<file path="src/rtl/pclk_pkg.sv">
// Shared field positions of the peripheral clock control word.
// Assumes a 32-bit register; positions are fixed by the software view.
package pclk_pkg;
    localparam int REG_W   = 32;
    localparam int ID_LSB  = 0;
    localparam int CMD_POS = 12;
    localparam int DIV_LSB = 16;
    localparam int EN_POS  = 28;
endpackage

</file>
<file path="src/rtl/pclk_cmd_decode.sv">
// Splits a written control word into its fields and decides whether the
// write updates stored settings. Assumes fields never overlap.
module pclk_cmd_decode
    import pclk_pkg::*;
#(
    parameter int ID_W      = 6,
    parameter int DIV_W     = 2,
    parameter int FIXED_IDS = 2
) (
    input  logic              wr_en,
    input  logic [REG_W-1:0]  wr_data,
    output logic              cmd_hit,
    output logic              sel_load,
    output logic [ID_W-1:0]   wr_id,
    output logic              wr_enable,
    output logic [DIV_W-1:0]  wr_div
);
    logic cmd_flag;
    logic unused_rsvd;

    // Field extraction from the written word.
    always_comb begin
        wr_id     = wr_data[ID_LSB +: ID_W];
        wr_div    = wr_data[DIV_LSB +: DIV_W];
        wr_enable = wr_data[EN_POS];
        cmd_flag  = wr_data[CMD_POS];
    end

    // A command counts only for configurable peripherals.
    always_comb begin
        sel_load = wr_en;
        cmd_hit  = wr_en && cmd_flag && (wr_id >= ID_W'(FIXED_IDS));
    end

    // Reserved bits are accepted and dropped.
    assign unused_rsvd = ^{wr_data[REG_W-1:EN_POS+1], wr_data[EN_POS-1:DIV_LSB+DIV_W],
                           wr_data[DIV_LSB-1:CMD_POS+1], wr_data[CMD_POS-1:ID_LSB+ID_W]};
endmodule

</file>
<file path="src/rtl/pclk_cfg_store.sv">
// Per-peripheral enable/divide storage, selection register and read mux.
// Assumes the lowest FIXED_IDS peripherals are hard-wired enabled at /1.
module pclk_cfg_store
    import pclk_pkg::*;
#(
    parameter int ID_W      = 6,
    parameter int DIV_W     = 2,
    parameter int FIXED_IDS = 2,
    localparam int NUM      = 1 << ID_W
) (
    input  logic                      clk,
    input  logic                      rst_n,
    input  logic                      cmd_hit,
    input  logic                      sel_load,
    input  logic [ID_W-1:0]           wr_id,
    input  logic                      wr_enable,
    input  logic [DIV_W-1:0]          wr_div,
    output logic [NUM-1:0]            en_vec,
    output logic [NUM-1:0][DIV_W-1:0] div_arr,
    output logic [NUM-1:0]            restart_vec,
    output logic [REG_W-1:0]          rd_data
);
    logic [ID_W-1:0] sel_q;

    for (genvar p = 0; p < NUM; p++) begin : g_slot
        if (p < FIXED_IDS) begin : g_fixed
            // Fixed slot: constant settings, never restarted.
            assign en_vec[p]      = 1'b1;
            assign div_arr[p]     = '0;
            assign restart_vec[p] = 1'b0;
        end else begin : g_cfg
            logic             en_q;
            logic [DIV_W-1:0] div_q;
            logic             hit;
            assign hit = cmd_hit && (wr_id == ID_W'(p));
            // Store settings on a command write addressed here.
            always_ff @(posedge clk) begin
                if (!rst_n) begin
                    en_q  <= 1'b0;
                    div_q <= '0;
                end else if (hit) begin
                    en_q  <= wr_enable;
                    div_q <= wr_div;
                end
            end
            assign en_vec[p]      = en_q;
            assign div_arr[p]     = div_q;
            assign restart_vec[p] = hit;
        end
    end

    // Selection follows every write, command or not.
    always_ff @(posedge clk) begin
        if (!rst_n)        sel_q <= '0;
        else if (sel_load) sel_q <= wr_id;
    end

    // Read word assembled from the selected slot; command bit reads zero.
    always_comb begin
        rd_data                      = '0;
        rd_data[ID_LSB +: ID_W]      = sel_q;
        rd_data[DIV_LSB +: DIV_W]    = div_arr[sel_q];
        rd_data[EN_POS]              = en_vec[sel_q];
    end
endmodule

</file>
<file path="src/rtl/pclk_div_unit.sv">
// One peripheral's power-of-two divider producing a clock-enable strobe.
// Assumes the counter spans the largest divide; a restart zeroes it.
module pclk_div_unit #(
    parameter int DIV_W = 2,
    localparam int CNT_W = (1 << DIV_W) - 1
) (
    input  logic             clk,
    input  logic             rst_n,
    input  logic             enable,
    input  logic [DIV_W-1:0] div,
    input  logic             restart,
    output logic             pulse
);
    logic [CNT_W-1:0] cnt_q;
    logic [CNT_W-1:0] mask;

    // Free-running count while enabled, held at zero otherwise.
    always_ff @(posedge clk) begin
        if (!rst_n)       cnt_q <= '0;
        else if (restart) cnt_q <= '0;
        else if (enable)  cnt_q <= cnt_q + 1'b1;
        else              cnt_q <= '0;
    end

    // Terminal mask has div low bits set.
    always_comb begin
        for (int i = 0; i < CNT_W; i++) mask[i] = (i < int'(div));
    end

    // Strobe when all masked bits are ones.
    assign pulse = enable && ((cnt_q & mask) == mask);
endmodule

</file>
<file path="src/rtl/pclk_ctrl.sv">
// Top of the indexed peripheral clock control register: decode, storage
// and one divider per peripheral. Assumes one write port, no wait states.
module pclk_ctrl
    import pclk_pkg::*;
#(
    parameter int ID_W      = 6,
    parameter int DIV_W     = 2,
    parameter int FIXED_IDS = 2,
    localparam int NUM      = 1 << ID_W
) (
    input  logic             clk,
    input  logic             rst_n,
    input  logic             wr_en,
    input  logic [REG_W-1:0] wr_data,
    output logic [REG_W-1:0] rd_data,
    output logic [NUM-1:0]   clk_en_o
);
    logic                      cmd_hit;
    logic                      sel_load;
    logic [ID_W-1:0]           wr_id;
    logic                      wr_enable;
    logic [DIV_W-1:0]          wr_div;
    logic [NUM-1:0]            en_vec;
    logic [NUM-1:0][DIV_W-1:0] div_arr;
    logic [NUM-1:0]            restart_vec;

    pclk_cmd_decode #(.ID_W(ID_W), .DIV_W(DIV_W), .FIXED_IDS(FIXED_IDS)) u_dec (
        .wr_en     (wr_en),
        .wr_data   (wr_data),
        .cmd_hit   (cmd_hit),
        .sel_load  (sel_load),
        .wr_id     (wr_id),
        .wr_enable (wr_enable),
        .wr_div    (wr_div)
    );

    pclk_cfg_store #(.ID_W(ID_W), .DIV_W(DIV_W), .FIXED_IDS(FIXED_IDS)) u_store (
        .clk         (clk),
        .rst_n       (rst_n),
        .cmd_hit     (cmd_hit),
        .sel_load    (sel_load),
        .wr_id       (wr_id),
        .wr_enable   (wr_enable),
        .wr_div      (wr_div),
        .en_vec      (en_vec),
        .div_arr     (div_arr),
        .restart_vec (restart_vec),
        .rd_data     (rd_data)
    );

    for (genvar p = 0; p < NUM; p++) begin : g_div
        pclk_div_unit #(.DIV_W(DIV_W)) u_div (
            .clk     (clk),
            .rst_n   (rst_n),
            .enable  (en_vec[p]),
            .div     (div_arr[p]),
            .restart (restart_vec[p]),
            .pulse   (clk_en_o[p])
        );
    end
endmodule

</file>
<file path="config.mk">
export PLATFORM = sky130hd
export DESIGN_NAME = pclk_ctrl
export DESIGN_NICKNAME = d
export VERILOG_FILES = /design/src/rtl/pclk_pkg.sv /design/src/rtl/pclk_cmd_decode.sv /design/src/rtl/pclk_cfg_store.sv /design/src/rtl/pclk_div_unit.sv /design/src/rtl/pclk_ctrl.sv
export SDC_FILE = /design/constraint.sdc
export NUM_CORES = 1
export LEC_CHECK = 0
export BUFFER_PORTS_ARGS = -buffer_cell sky130_fd_sc_hd__buf_2
export CAP_MARGIN = 10
export CORE_MARGIN = 1
export CORE_UTILIZATION = 60
export CTS_CLUSTER_SIZE = 28
export DETAILED_ROUTE_END_ITERATION = 12
export GPL_TIMING_DRIVEN = 0
export PLACE_DENSITY = 0.85
export SYNTH_ARGS = -nofsm -noshare
export SYNTH_HDL_FRONTEND = slang
export SYNTH_HIERARCHICAL = 1
export SYNTH_SLANG_ARGS = --single-unit
</file>
<file path="constraint.sdc">
create_clock -name clk -period 2.07 [get_ports clk]
set_input_delay 0.1035 -clock clk [delete_from_list [all_inputs] [get_ports clk]]
set_output_delay 0.1035 -clock clk [all_outputs]
set_load 0.01 [all_outputs]
</file>
### After elaboration in Yosys (flattened, before gate mapping)

Index checks and enable logic that the tools add are counted.

* bits in registers: 378
* output and inout port bits: 96
* input bits: 35

* $add $sub $neg: 62
* bitwise gates (word level): 125
* magnitude comparators: 188
* equal/unequal tests: 124
* reductions and logical operators: 188
* muxes and demuxes: 4

Operators by type and width (count)
* 1-bit by 2-bit less-than comparator with 1-bit output (first input constant): 124
* 6-bit equality test (second input constant): 32
* 3-bit by 1-bit adder with 3-bit output (second input constant): 62
* 3-bit bitwise AND: 62
* 3-bit equality test: 62
* 3-bit OR reduction: 62
* 1-bit logical AND: 126
* 2-bit less-than comparator (first input constant): 62
* 6-bit by 5-bit equality test with 1-bit output (second input constant): 16
* 1-bit NOT: 63
* 6-bit by 4-bit equality test with 1-bit output (second input constant): 8
* 6-bit by 3-bit equality test with 1-bit output (second input constant): 4
* 2-bit binary-select mux with 6-bit select: 1
* 6-bit by 2-bit equality test with 1-bit output (second input constant): 2
* 6-bit by 7-bit less-than comparator with 1-bit output (second input constant): 1
* 1-bit binary-select mux with 6-bit select: 1
* 6-bit by 2-bit >= comparator with 1-bit output (second input constant): 1
* 2-bit 2-to-1 mux: 1
* 1-bit 2-to-1 mux: 1

### Logic depth before layout (Yosys ltp)

Gate-level depths: netlist of run 1.

* word-level depth: 4
* depth in mapped cells: 10

### Modules after synthesis

Netlist of run 1, hierarchy kept.

Modules (own cells, without submodules)
* pclk_cfg_store: sequential area each 3843.7 sq um, times used 1, area an instance 10644.0 sq um, cells an instance 1206
* pclk_div_unit (g_div[0].u_div ...): sequential area each 60.1 sq um, times used 62, area an instance 135.1 sq um, cells an instance 15
* pclk_div_unit (g_div[63].u_div ...): sequential area each 60.1 sq um, times used 2, area an instance 126.4 sq um, cells an instance 15
* pclk_cmd_decode: sequential area each 0.0 sq um, times used 1, area an instance 91.3 sq um, cells an instance 12

### Least setup slack after synthesis of run 1

Ideal clock, no wire load.

* kind: reg2out
* start: register u_store.sel_q[0]
* end: output rd_data[17]
* path buffers: 2
* required time: 1.966 ns
* stages on the path, launching flop included: 7
* path slack: 0.125 ns
* arrival: 1.842 ns
* path through: dfxtp_1 -> buf_6 -> buf_12 -> mux4_2 -> a2111oi_2 -> a31oi_1 -> o22a_1

* cells in the longest elaborated chain, start to end: 2

RTL lines
* from (decl): RTL line pclk_cfg_store.sv:23 `logic [ID_W-1:0] sel_q;`
* from (signal assigned): RTL line pclk_cfg_store.sv:55 `else if (sel_load) sel_q <= wr_id;`
* 2-bit binary-select mux with 6-bit select: RTL line pclk_cfg_store.sv:62 `rd_data[DIV_LSB +: DIV_W] = div_arr[sel_q];`
* 2-bit 2-to-1 mux (not written as such): RTL line pclk_cfg_store.sv:62
* to (decl): RTL line pclk_ctrl.sv:15 `output logic [REG_W-1:0] rd_data,`

No other way between the ends. The select of a mux whose other input is x is not followed.

### Final worst setup path of run 1

* start: register u_store.sel_q[0]
* end: output rd_data[16]

Same word-level chain as after synthesis.

==> impl_results.md, run 1 <==
* Unrepaired setup endpoints after global routing: true
* Minimum clock period at 2.82 ns
* DRT Wirelength at 54,100 µm
* Setup WS post-layout at -0.745 ns
* Leak pwr at 9.40 nW
* Top cells by area, synth: dfxtp_1, buf_4, mux2i_1
* GRT Resource Usage Total at 32.8%
* Fin crit share at 136%
* Final hold viol count at 0
* Number of global-route vias before repair at 15,800
* CP bufs+invs at 4
* Antenna violations before repair at 0
* Critical path class: reg2out
* Drt pass-1 iters at 6
* Final-layout fill cell count at 2,259
* Synth-to-Final Area Change at 14.9%
* Row cnt at 65
* # nets final at 2,441
* Violated checks: setup timing
* Crit-path most repeated cell: buf_12
* Fmax at 355 MHz
* ANT cells at 0
* Placement Cell Area at 0.0204 mm²
* Max cap viols at 0
* Critical Path RT at 1.97 ns
* Syn Std Cell Area at 0.0194 mm²
* Largest net degree at the start of global routing at 68
* Tightest Pin Transition at 1.02 ns
* Total power divided by cell area at 719 mW/mm²
* #FFs+latches synth at 384
* Slew Viols, Final at 0
* Biggest area consumer among synthesized cells: dfxtp_1
* Slew margin rel. at 31.8%
* Yosys warning count at 6
* DP Wirelength at 36,900 µm
* Worst EP arrival at 2.71 ns
* TritonCTS buffer count at 42
* Post-synth top area share at 39.7%
* GPL Wtd Cong at 0.988
* Register area share after synthesis at 39.7%
* Buffers added on ports at 79
* CTS tree: built
* Clock Skew at 0.00947 ns
* H-tree lvl count at 2
* First-pass GRT wire length at 84,400 µm
* Netlist cell types at 52
* Clk sink count at 384
* Crit path largest cell delay at 0.49 ns
* Max Root-Sink Buffers at 3
* Syn_area_per_cell at 8.89 µm²
* Startpoint types: flop
* CP Capture Type: output pin
* Status: finished, violations left
* Critical Path, Cell by Cell: buf_12, buf_12, buf_12, mux4_2, mux2i_1, o21ai_1, o22a_1, buf_2
* DR vias at 15,800
* Clk slew on worst S/H paths at 0.06 ns
* Final hold slack at 0.256 ns
* Clock Latency Late Sink at 0.54 ns
* Die Height at 182 µm
* Top cell family by delay on the critical path: multiplexers
* Final setup fails at 4
* Share of layout cells above drive strength 1 at 20.2%
* Hold buffers post-CTS at 0
* Vias per std cell at 5.70
* Design area at 0.0223 mm²
* IO Count at 131
* Detail Route Antenna Nets at 0
* Critical path's slowest cell: mux4_2
* Crit path max fanout at 6
* Clock Root Buffer: clkbuf_16
* Worst Hold Class: in2reg
* Core Region at 0.0316 mm²
* Max rail drop VDD at 0.672 mV
* Per-cell routed wire length at 19.5 µm
* Starting Density at 61.2%
* Die Span X at 182 µm
* Post-Syn Instances at 2,178
* Initial DRC Count at 1,580
* DRC at 0
* Grt ovf at 0
* Die Area at 0.0330 mm²
==> where the power goes <==
group          internal [mW]  leakage (nW)  total (mW)  switching [mW]
Sequential              7.41          3.09        7.43          0.0223
Clock                   4.62         0.713        7.64            3.02
Combinational          0.352          5.59       0.934           0.582
==> cells in the mapped netlist, drive strengths merged <==
library cell  number
ha                64
nor2             230
o41a               1
mux2               5
buf              182
a221oi            64
clkbuf            69
a32oi              1
inv              236
and3               5
o21ai            130
nor3               8
a31oi              1
mux2i            104
nand3              8
o211ai             1
mux4              36
nand2            270
a21oi              5
xnor2             64
o21bai             1
and2               1
dfxtp            384
or2                2
o22ai              5
nand4              1
a22oi              2
conb               2
a21boi           108
nand3b            65
o221ai             3
nor4               3
o311a              1
nor3b              1
o32a               1
or3                3
a41o               1
a2111oi            3
nor2b             92
o22a               2
a211oi             4
nand2b             8
or3b               1
==> through the flow <==
stage | utilization, % | setup TNS [ns] | total power [mW] | setup WS, ns | cells
after detailed placement | 64.4 | -77.93 | 8.38 | -0.749 | 2688
final | 70.3 | -2.15 | 16.0 | -0.745 | 2775
after CTS | 70.2 | -1.96 | 16.0 | -0.663 | 2776
after floorplan | - | 0 | 8.08 | 0.125 | 2207
after global routing | 70.3 | -2.14 | 16.4 | -0.748 | 2775
after global placement | 64.4 | -134.40 | 8.37 | -0.746 | 2688
==> metal layers <==
layer / vias to the layer above / GRT usage (%) / wire, µm / part of all wire, %
met5: - / 0 / 32 / 0.059
met4: 2 / 18.8 / 3040 / 5.6
met3: 215 / 7.22 / 5160 / 9.5
met2: 750 / 54.2 / 25100 / 46
met1: 7504 / 39.6 / 20800 / 38
li1: 7343 / - / - / -
==> cells by family after synthesis <==
kind of cell               Yosys count  synth area share (%)
and+or+nand+nor                    698                  16.4
muxes                              145                  10.1
adders and majority gates           64                  4.13
DFF                                384                  39.7
other                                2                0.0388
AOI/OAI and AO/OA                  334                  13.8
xor gates and xnor gates            64                  2.89
buffers and inverters              487                  13.0
==> final timing paths <==
path / to / start / slack [ns] / cells after the start
setup / recovery: rd_data[16] / u_store/sel_q[0] / -0.75 / 8
hold / removal: u_store/sel_q[0] / wr_data[0] / 0.26 / 4
setup reg to reg: u_store/sel_q[4] / u_store/sel_q[4] / 0.55 / 4
hold reg to reg: g_div[63].u_div/cnt_q[0] / g_div[63].u_div/cnt_q[0] / 0.45 / 1
==> layout make-up <==
| class | count | area (µm²) | area share, % |
|---|---|---|---|
| well taps | 402 | 503 | 2.26 |
| clock buffers | 64 | 1320 | 5.92 |
| plain buffers | 249 | 1730 | 7.76 |
| clock inverters | 11 | 109 | 0.489 |
| repair buffers | 93 | 597 | 2.68 |
| inverters | 236 | 886 | 3.98 |
| multi-input cells | 1336 | 9420 | 42.3 |
| flip-flops and latches | 384 | 7690 | 34.6 |
==> placed cells by master, fill, tap and decap left out, types with 3 or more instances in the layout <==
cell | synthesis | layout
or3_1 | 3 | 3
dfxtp_1 | 384 | 382
mux2_2 | 5 | 5
mux4_2 | 25 | 30
clkbuf_16 | 0 | 45
a211oi_2 | 0 | 4
and3_1 | 5 | 5
nor3_1 | 8 | 5
nand3_1 | 8 | 8
inv_1 | 236 | 236
a21boi_0 | 105 | 105
o21ai_1 | 4 | 6
mux4_1 | 11 | 6
a221oi_2 | 62 | 64
buf_4 | 171 | 175
buf_12 | 1 | 8
nor2_1 | 230 | 228
buf_6 | 2 | 7
nand2_1 | 270 | 270
o22ai_1 | 5 | 5
nand3b_1 | 65 | 65
nor3_2 | 0 | 3
conb_1 | 2 | 31
nand2b_1 | 8 | 7
clkbuf_8 | 0 | 14
o21ai_0 | 126 | 122
ha_1 | 64 | 64
nor2b_1 | 92 | 91
clkinv_2 | 0 | 8
a21boi_1 | 3 | 3
mux2i_2 | 0 | 4
a21oi_1 | 5 | 3
buf_2 | 7 | 81
clkbuf_1 | 69 | 69
clkbuf_2 | 0 | 3
xnor2_1 | 64 | 64
mux2i_1 | 104 | 98
==> tightest hold or removal path, cell delays in order <==
cell	delay (ns)
buf_4	0.14
clkbuf_1	0.23
mux2i_1	0.21
nor2b_1	0.07
==> state kept, by name, indices dropped and copies added, names as in the netlist <==
name and cells:
u_store/sel_q 6, u_store/g_slot.g_cfg.div_q 124, g_div.u_div/cnt_q 192, u_store/g_slot.g_cfg.en_q 62
==> timing repair <==
action / in CTS / in global routing
pin swaps: 13 / 4
setup endpoints to repair: 16 / 18
hold endpoints to repair: 0 / 0
resized for setup: 70 / 8
setup buffers: 12 / 0
cloned: 3 / 0
Power figures use the tool's default switching activity.
==> run 2, diff against run 1 <==
--- a/config.mk
+++ b/config.mk
@@ -8,11 +8,12 @@
 export BUFFER_PORTS_ARGS = -buffer_cell sky130_fd_sc_hd__buf_2
 export CAP_MARGIN = 10
 export CORE_MARGIN = 1
-export CORE_UTILIZATION = 60
+export CORE_UTILIZATION = 50
 export CTS_CLUSTER_SIZE = 28
 export DETAILED_ROUTE_END_ITERATION = 12
 export GPL_TIMING_DRIVEN = 0
-export PLACE_DENSITY = 0.85
+export PLACE_DENSITY = 0.74
+export SLEW_MARGIN = 40
 export SYNTH_ARGS = -nofsm -noshare
 export SYNTH_HDL_FRONTEND = slang
 export SYNTH_HIERARCHICAL = 1
==> run 2 against run 1 <==
Net effect: register-to-register slack better by 0.11 ns; largest power group unchanged; the run still ends with setup timing left; sequential share of layout area is 0.37 points lower; sequential power is essentially flat; via count is 3.3% lower; hold slack got worse by 0.039 ns.
==> impl_results.md, run 2 (synthesis gave the netlist of run 1 again) <==
* Core Region at 0.0379 mm² (+20%)
* CP Capture Type: output pin
* GPL Wtd Cong at 0.967 (-2.0%)
* Clk sink count at 384 (unchanged)
* Minimum clock period at 2.80 ns (-0.0191 ns)
* Largest net degree at the start of global routing at 54 (-21%)
* GRT Resource Usage Total at 26.9% (-6.0 points)
* First-pass GRT wire length at 81,200 µm (-3.8%)
* Max Root-Sink Buffers at 3 (unchanged)
* IO Count at 131 (unchanged)
* Max rail drop VDD at 0.500 mV (-26%)
* Die Area at 0.0395 mm² (+20%)
* Buffers added on ports at 79 (unchanged)
* Clock Root Buffer: clkbuf_16
* Cell count after placement at 2,799 (+4.1%)
* Startpoint types: flop
* H-tree lvl count at 2 (unchanged)
* Largest regs: g_div.u_div/cnt_q x192, u_store/g_slot.g_cfg.div_q x124, u_store/g_slot.g_cfg.en_q x62
* DP Wirelength at 37,500 µm (+1.7%)
* Critical path class: reg2out
* Die Height at 199 µm (+9.4%)
* Unrepaired setup endpoints after global routing: true
* Die Span X at 199 µm (+9.4%)
* Clk slew on worst S/H paths at 0.06 ns (about the same)
* Violated checks: setup timing
* Fmax at 358 MHz (+0.68%)
* Slew Viols, Final at 0 (unchanged)
* Final setup fails at 3 (-1)
* Fin crit share at 135% (-0.92 points)
* CTS tree: built
* Finished Layout Cells at 2,890 (+4.1%)
* Slew margin rel. at 37.8% (+6.0 points)
* Share of layout cells above drive strength 1 at 20.6% (+0.45 points)
* Setup WS post-layout at -0.726 ns (+0.0191 ns)
* DR vias at 15,300 (-3.3%)
* Synth-to-Final Area Change at 16.2%
* Row cnt at 71 (+9.2%)
* Starting Density at 51.1% (-10 points)
* Antenna violations before repair at 0 (unchanged)
* Final hold viol count at 0 (unchanged)
* Largest register FFs at 192 (unchanged)
* Status: finished, violations left
* Per-cell routed wire length at 18.3 µm (-6.2%)
* Grt ovf at 0 (unchanged)
* ANT cells at 0 (unchanged)
* Worst EP arrival at 2.69 ns (-0.02 ns)
* Clock Latency Late Sink at 0.56 ns (+0.02 ns)
* Initial DRC Count at 1,362 (-14%)
* Detail Route Antenna Nets at 0 (unchanged)
* Worst Hold Class: in2reg
* Critical Path RT at 1.97 ns (about the same)
* Number of global-route vias before repair at 14,700 (-7.4%)
* # nets final at 2,448 (+0.29%)
* DRT Wirelength at 52,900 µm (-2.3%)
* Commonest non-fill, non-tap cell in the layout: dfxtp_1
* Final hold slack at 0.217 ns (-0.0391 ns)
* Dpl ws at -0.804 ns (-0.0547 ns)
* Leak pwr at 9.43 nW (+0.31%)
* Total power divided by cell area at 708 mW/mm² (-1.6%)
* Crit path max fanout at 7 (+1)
* DRC at 0 (unchanged)
* Clock Skew at 0.0150 ns (+0.00553 ns)
* TritonCTS buffer count at 43 (+2.4%)
* Most frequent cells in the layout: dfxtp_1, nand2_1, inv_1
* Tot Pwr at 15.9 mW (-0.49%)
* Drt pass-1 iters at 8 (+2)
* Biggest register: g_div.u_div/cnt_q
* Vias per std cell at 5.29 (-7.2%)
* Max cap viols at 0 (unchanged)
* Tightest Pin Transition at 0.930 ns (-0.0885 ns)
* Setup TNS Final at -2.11 ns (+0.0398 ns)
==> run 2: cell types whose count changed in the layout (fill, tap and decap cells not counted), sizes merged <==
cell and change:
dlygate4sd3 +1, clkinvlp +2, bufbuf -1, buf +5, clkbuf -1, inv -1
clkinv +1
==> run 2: power breakdown <==
part	internal, mW	leakage (nW)	switching (mW)
Clock	4.49	0.690	3.04
Sequential	7.41	3.09	0.0214
Combinational	0.373	5.64	0.591
==> run 2: critical path: stages, from the launching register on <==
cell     delay, ns
dfxtp_4       0.35
buf_12        0.14
buf_12        0.16
buf_12        0.15
mux4_2        0.51
mux2i_2       0.25
o21ai_2       0.09
o22a_1        0.27
buf_2         0.16
==> run 2: timing repair <==
item / in CTS / in global routing
hold buffers: 1 / 0
pin swaps: 8 / 8
hold endpoints to repair: 42 / 0
gates cloned: 2 / 0
endpoints found under the setup margin: 3 / 16
gates resized for setup: 73 / 16
setup buffers: 12 / 3
==> run 2: per-layer routing <==
layer	wire length, µm	track usage [%]
met2	24000	43.8
met4	2010	9.86
met1	22500	34.8
met3	4400	5.80
met5	0	0
==> run 2: final cells by class <==
class	count	area, µm²
clock buffer	62	1270
tap	511	639
inverter	236	890
sequential	384	7690
timing repair buffer	99	681
buffer	249	1750
multi-input combinational	1336	9450
fill	3281	15400
clock inverter	13	121
==> run 2: through the flow <==
stage | utilization (%) | cell area (µm²)
6_report | 59.3 | 22500
2_1_floorplan | - | 19500
3_3_place_gp | 54.1 | 20500
4_1_cts | 59.1 | 22400
5_1_grt | 59.3 | 22500
3_5_place_dp | 54.3 | 20600
==> run 2: final timing paths <==
| check | from | to | slack, ns | cells after the start |
|---|---|---|---|---|
| setup / recovery | u_store/sel_q[0] | rd_data[16] | -0.73 | 8 |
| hold / removal | wr_data[0] | u_store/sel_q[0] | 0.22 | 4 |
| setup reg to reg | u_store/sel_q[2] | u_store/sel_q[2] | 0.66 | 5 |
| hold reg to reg | g_div[37].u_div/cnt_q[0] | g_div[37].u_div/cnt_q[0] | 0.45 | 1 |
==> run 3, diff against run 2 <==
--- a/config.mk
+++ b/config.mk
@@ -5,6 +5,7 @@
 export SDC_FILE = /design/constraint.sdc
 export NUM_CORES = 1
 export LEC_CHECK = 0
+export ABC_AREA = 1
 export BUFFER_PORTS_ARGS = -buffer_cell sky130_fd_sc_hd__buf_2
 export CAP_MARGIN = 10
 export CORE_MARGIN = 1
==> run 3 against run 2 <==
Net effect: global-route usage is 2.3 points higher; clock skew is 0.0021 ns lower; register-to-register slack better by 0.20 ns; routed wire length is 9.4% higher; largest power group unchanged; die area is 1.0% lower; the flow still finishes with violations (setup timing); cell area is 1.4% higher; critical path depth is 6 higher.
==> impl_results.md, run 3 <==
* Largest net degree at the start of global routing at 36 (-33%)
* Max cap viols at 0 (unchanged)
* Crit-path most repeated cell: nand2_1
* Most instantiated cells after synthesis: nand2_1, nor2_1, dfxtp_1
* Clock Latency Late Sink at 0.57 ns (about the same)
* Biggest area consumer among synthesized cells: dfxtp_1
* Most frequent cells in the layout: nand2_1, nor2_1, dfxtp_1
* First-pass GRT wire length at 87,500 µm (+7.7%)
* Leak pwr at 9.53 nW (+1.0%)
* # nets final at 2,989 (+22%)
* Detail Route Antenna Nets at 0 (unchanged)
* Post-synth top area share at 40.1% (+0.42 points)
* CP Capture Type: output pin
* Tot Pwr at 16.7 mW (+4.7%)
* IO Count at 131 (unchanged)
* CTS tree: built
* Worst reg2reg path depth at 5 (unchanged)
* Setup TNS Final at -0.785 ns (+1.32 ns)
* Top cells by area, synth: dfxtp_1, nand2_1, nor2_1
* Critical Path RT at 1.97 ns (about the same)
* Fmax at 417 MHz (+17%)
* Worst Hold Class: in2reg
* H-tree lvl count at 2 (unchanged)
* Core Region at 0.0377 mm² (-0.70%)
* Status: finished, violations left
* Dominant synthesized flop cell: dfxtp_1
* GRT Resource Usage Total at 29.1% (+2.3 points)
* Row cnt at 71 (unchanged)
* Die Area at 0.0391 mm² (-1.0%)
* Unrepaired setup endpoints after global routing: true
* Yosys warning count at 6 (unchanged)
* DRT Wirelength at 57,800 µm (+9.4%)
* ANT cells at 0 (unchanged)
* Crit path max fanout at 6 (-1)
* Final hold viol count at 0 (unchanged)
* TritonCTS buffer count at 42 (-2.3%)
* FF-to-FF Start: u_store/sel_q[2]
* Critical Path Source: u_store/sel_q[0]
* Total power divided by cell area at 731 mW/mm² (+3.3%)
* Tightest Pin Transition at 0.881 ns (-0.0490 ns)
* Buffers added on ports at 79 (unchanged)
* Critical path's slowest cell: dfxtp_4
* Setup WS post-layout at -0.329 ns (+0.397 ns)
* Vias per std cell at 5.18 (-2.1%)
* Placement Cell Area at 0.0203 mm² (-1.2%)
* Grt ovf at 0 (unchanged)
* Startpoint types: flop
* Die Span X at 198 µm (-0.52%)
* Async set-reset flop share out of synthesis at 0% (unchanged)
* GPL Wtd Cong at 0.947 (-2.1%)
* Clk sink count at 384 (unchanged)
* FF-to-FF setup slack at 0.86 ns (+0.20 ns)
* Fin crit share at 116% (-19 points)
* Commonest non-fill, non-tap cell in the layout: nand2_1
* DRC at 0 (unchanged)
* Violated checks: setup timing
* Crit path largest cell delay at 0.39 ns (-0.12 ns)
* Design area at 0.0228 mm² (+1.4%)
* Cell count after placement at 3,325 (+19%)
* Syn Std Cell Area at 0.0192 mm² (-1.0%)
* Starting Density at 50.9% (-0.18 points)
* Clock Root Buffer: clkbuf_16
* Syn_area_per_cell at 7.08 µm² (-20%)
* Largest regs: g_div.u_div/cnt_q x192, u_store/g_slot.g_cfg.div_q x124, u_store/g_slot.g_cfg.en_q x62
* Slew margin rel. at 41.3% (+3.5 points)
* #FFs+latches synth at 384 (unchanged)
* Netlist cell types at 25 (-52%)
* Share of layout cells above drive strength 1 at 18.6% (-2.1 points)
* Dpl ws at -0.348 ns (+0.456 ns)
* Synth-to-Final Area Change at 19.0%
* Critical Path, Cell by Cell: buf_12, buf_16, buf_6, nand2_2, nand2_1, nand2_1, nand2_1, nor2_1, nand2_1, nand3_2, nand2_2, nand2_2, nand2_4, buf_6
* Max Root-Sink Buffers at 3 (unchanged)
* Die Height at 198 µm (-0.52%)
* Finished Layout Cells at 3,433 (+19%)
* Hold Path Depth at 4 (unchanged)
* Worst EP arrival at 2.30 ns (-0.39 ns)
* Clk slew on worst S/H paths at 0.06 ns (about the same)
* DR vias at 17,800 (+16%)
* Largest register FFs at 192 (unchanged)
* Initial DRC Count at 1,909 (+40%)
* Drt pass-1 iters at 7 (-1)
* CP endpoint: rd_data[16]
* FF-to-FF End: u_store/sel_q[2]
* Number of global-route vias before repair at 16,400 (+12%)
* Max rail drop VDD at 0.570 mV (+14%)
* Post-Syn Instances at 2,705 (+24%)
* Critical path class: reg2out
* Slew Viols, Final at 0 (unchanged)
* Biggest register: g_div.u_div/cnt_q
* Post-synth EDFFs at 0 (unchanged)
* DP Wirelength at 39,700 µm (+6.0%)
* Per-cell routed wire length at 16.8 µm (-7.9%)
* Register area share after synthesis at 40.1% (+0.42 points)
* Antenna violations before repair at 0 (unchanged)
* Final setup fails at 3 (unchanged)
* Minimum clock period at 2.40 ns (-0.397 ns)
* Clock Skew at 0.0129 ns (-0.00210 ns)
* Most common cell in the netlist: nand2_1
-- run 3: critical path, delay by kind of cell (launching register included) --
kind | cells | cell delay [ns]
buffers and inverters | 4 | 0.53
flip-flops | 1 | 0.39
AND/OR/NAND/NOR | 10 | 0.80
-- run 3: what timing repair did --
action | CTS | global route
hold endpoints to repair | 8 | 0
hold buffers | 9 | 0
setup endpoints to repair | 3 | 3
gates cloned | 2 | 8
resized for setup | 130 | 53
pin swaps | 13 | 24
buffers inserted | 12 | 4
-- run 3: final cells by class --
| type | instances | area, µm² |
|---|---|---|
| Timing Repair Buffer | 113 | 865 |
| Tap cell | 511 | 639 |
| Inverter | 246 | 938 |
| Sequential cell | 384 | 7700 |
| Clock buffer | 61 | 1290 |
| Buffer | 243 | 1920 |
| Timing Repair inverter | 1 | 16.3 |
| Clock inverter | 15 | 180 |
| Fill cell | 3391 | 14900 |
| Multi-Input combinational cell | 1859 | 9270 |
-- run 3: logic make-up after synthesis --
kind of cell	after synthesis	synth area share [%]
compound gates	300	9.09
xor+xnor	64	2.93
fa+ha+maj	64	4.18
buf+inv	491	13.1
flops	384	40.1
other cells	2	0.0392
simple gates	1400	30.6
-- run 3: power by group --
part	internal (mW)	switching, mW
clock	4.80	3.11
sequential	7.42	0.0357
combinational	0.452	0.859
-- run 3: worst min path at each step --
stage,startpoint,to,slack [ns]
detailed placement,wr_data[0],u_store/sel_q[0],0.44
CTS,wr_data[3],u_store/sel_q[3],0.003
global placement,g_div[24].u_div/cnt_q[0],g_div[24].u_div/cnt_q[0],0.44
global route,wr_data[3],u_store/sel_q[3],0.03
floorplan,rst_n,g_div[7].u_div/cnt_q[1],0.29
finish,wr_data[3],u_store/sel_q[3],0.02
-- run 3: metrics by stage --
step	utilization (%)	hold WS, ns
global route	60.6	0.0256
floorplan	-	0.287
detailed placement	54.0	0.437
CTS	59.7	0.00299
global placement	53.9	0.437
finish	60.6	0.0223
-- run 3: routing by layer --
metal  routed length (µm)  global-route usage (%)  up-vias
met5                    0                       0        -
met2                25400                    46.8      814
met1                23300                    36.5     8142
met3                 5520                    5.88      215
met4                 3620                    16.2        0
li1                     -                       -     8610
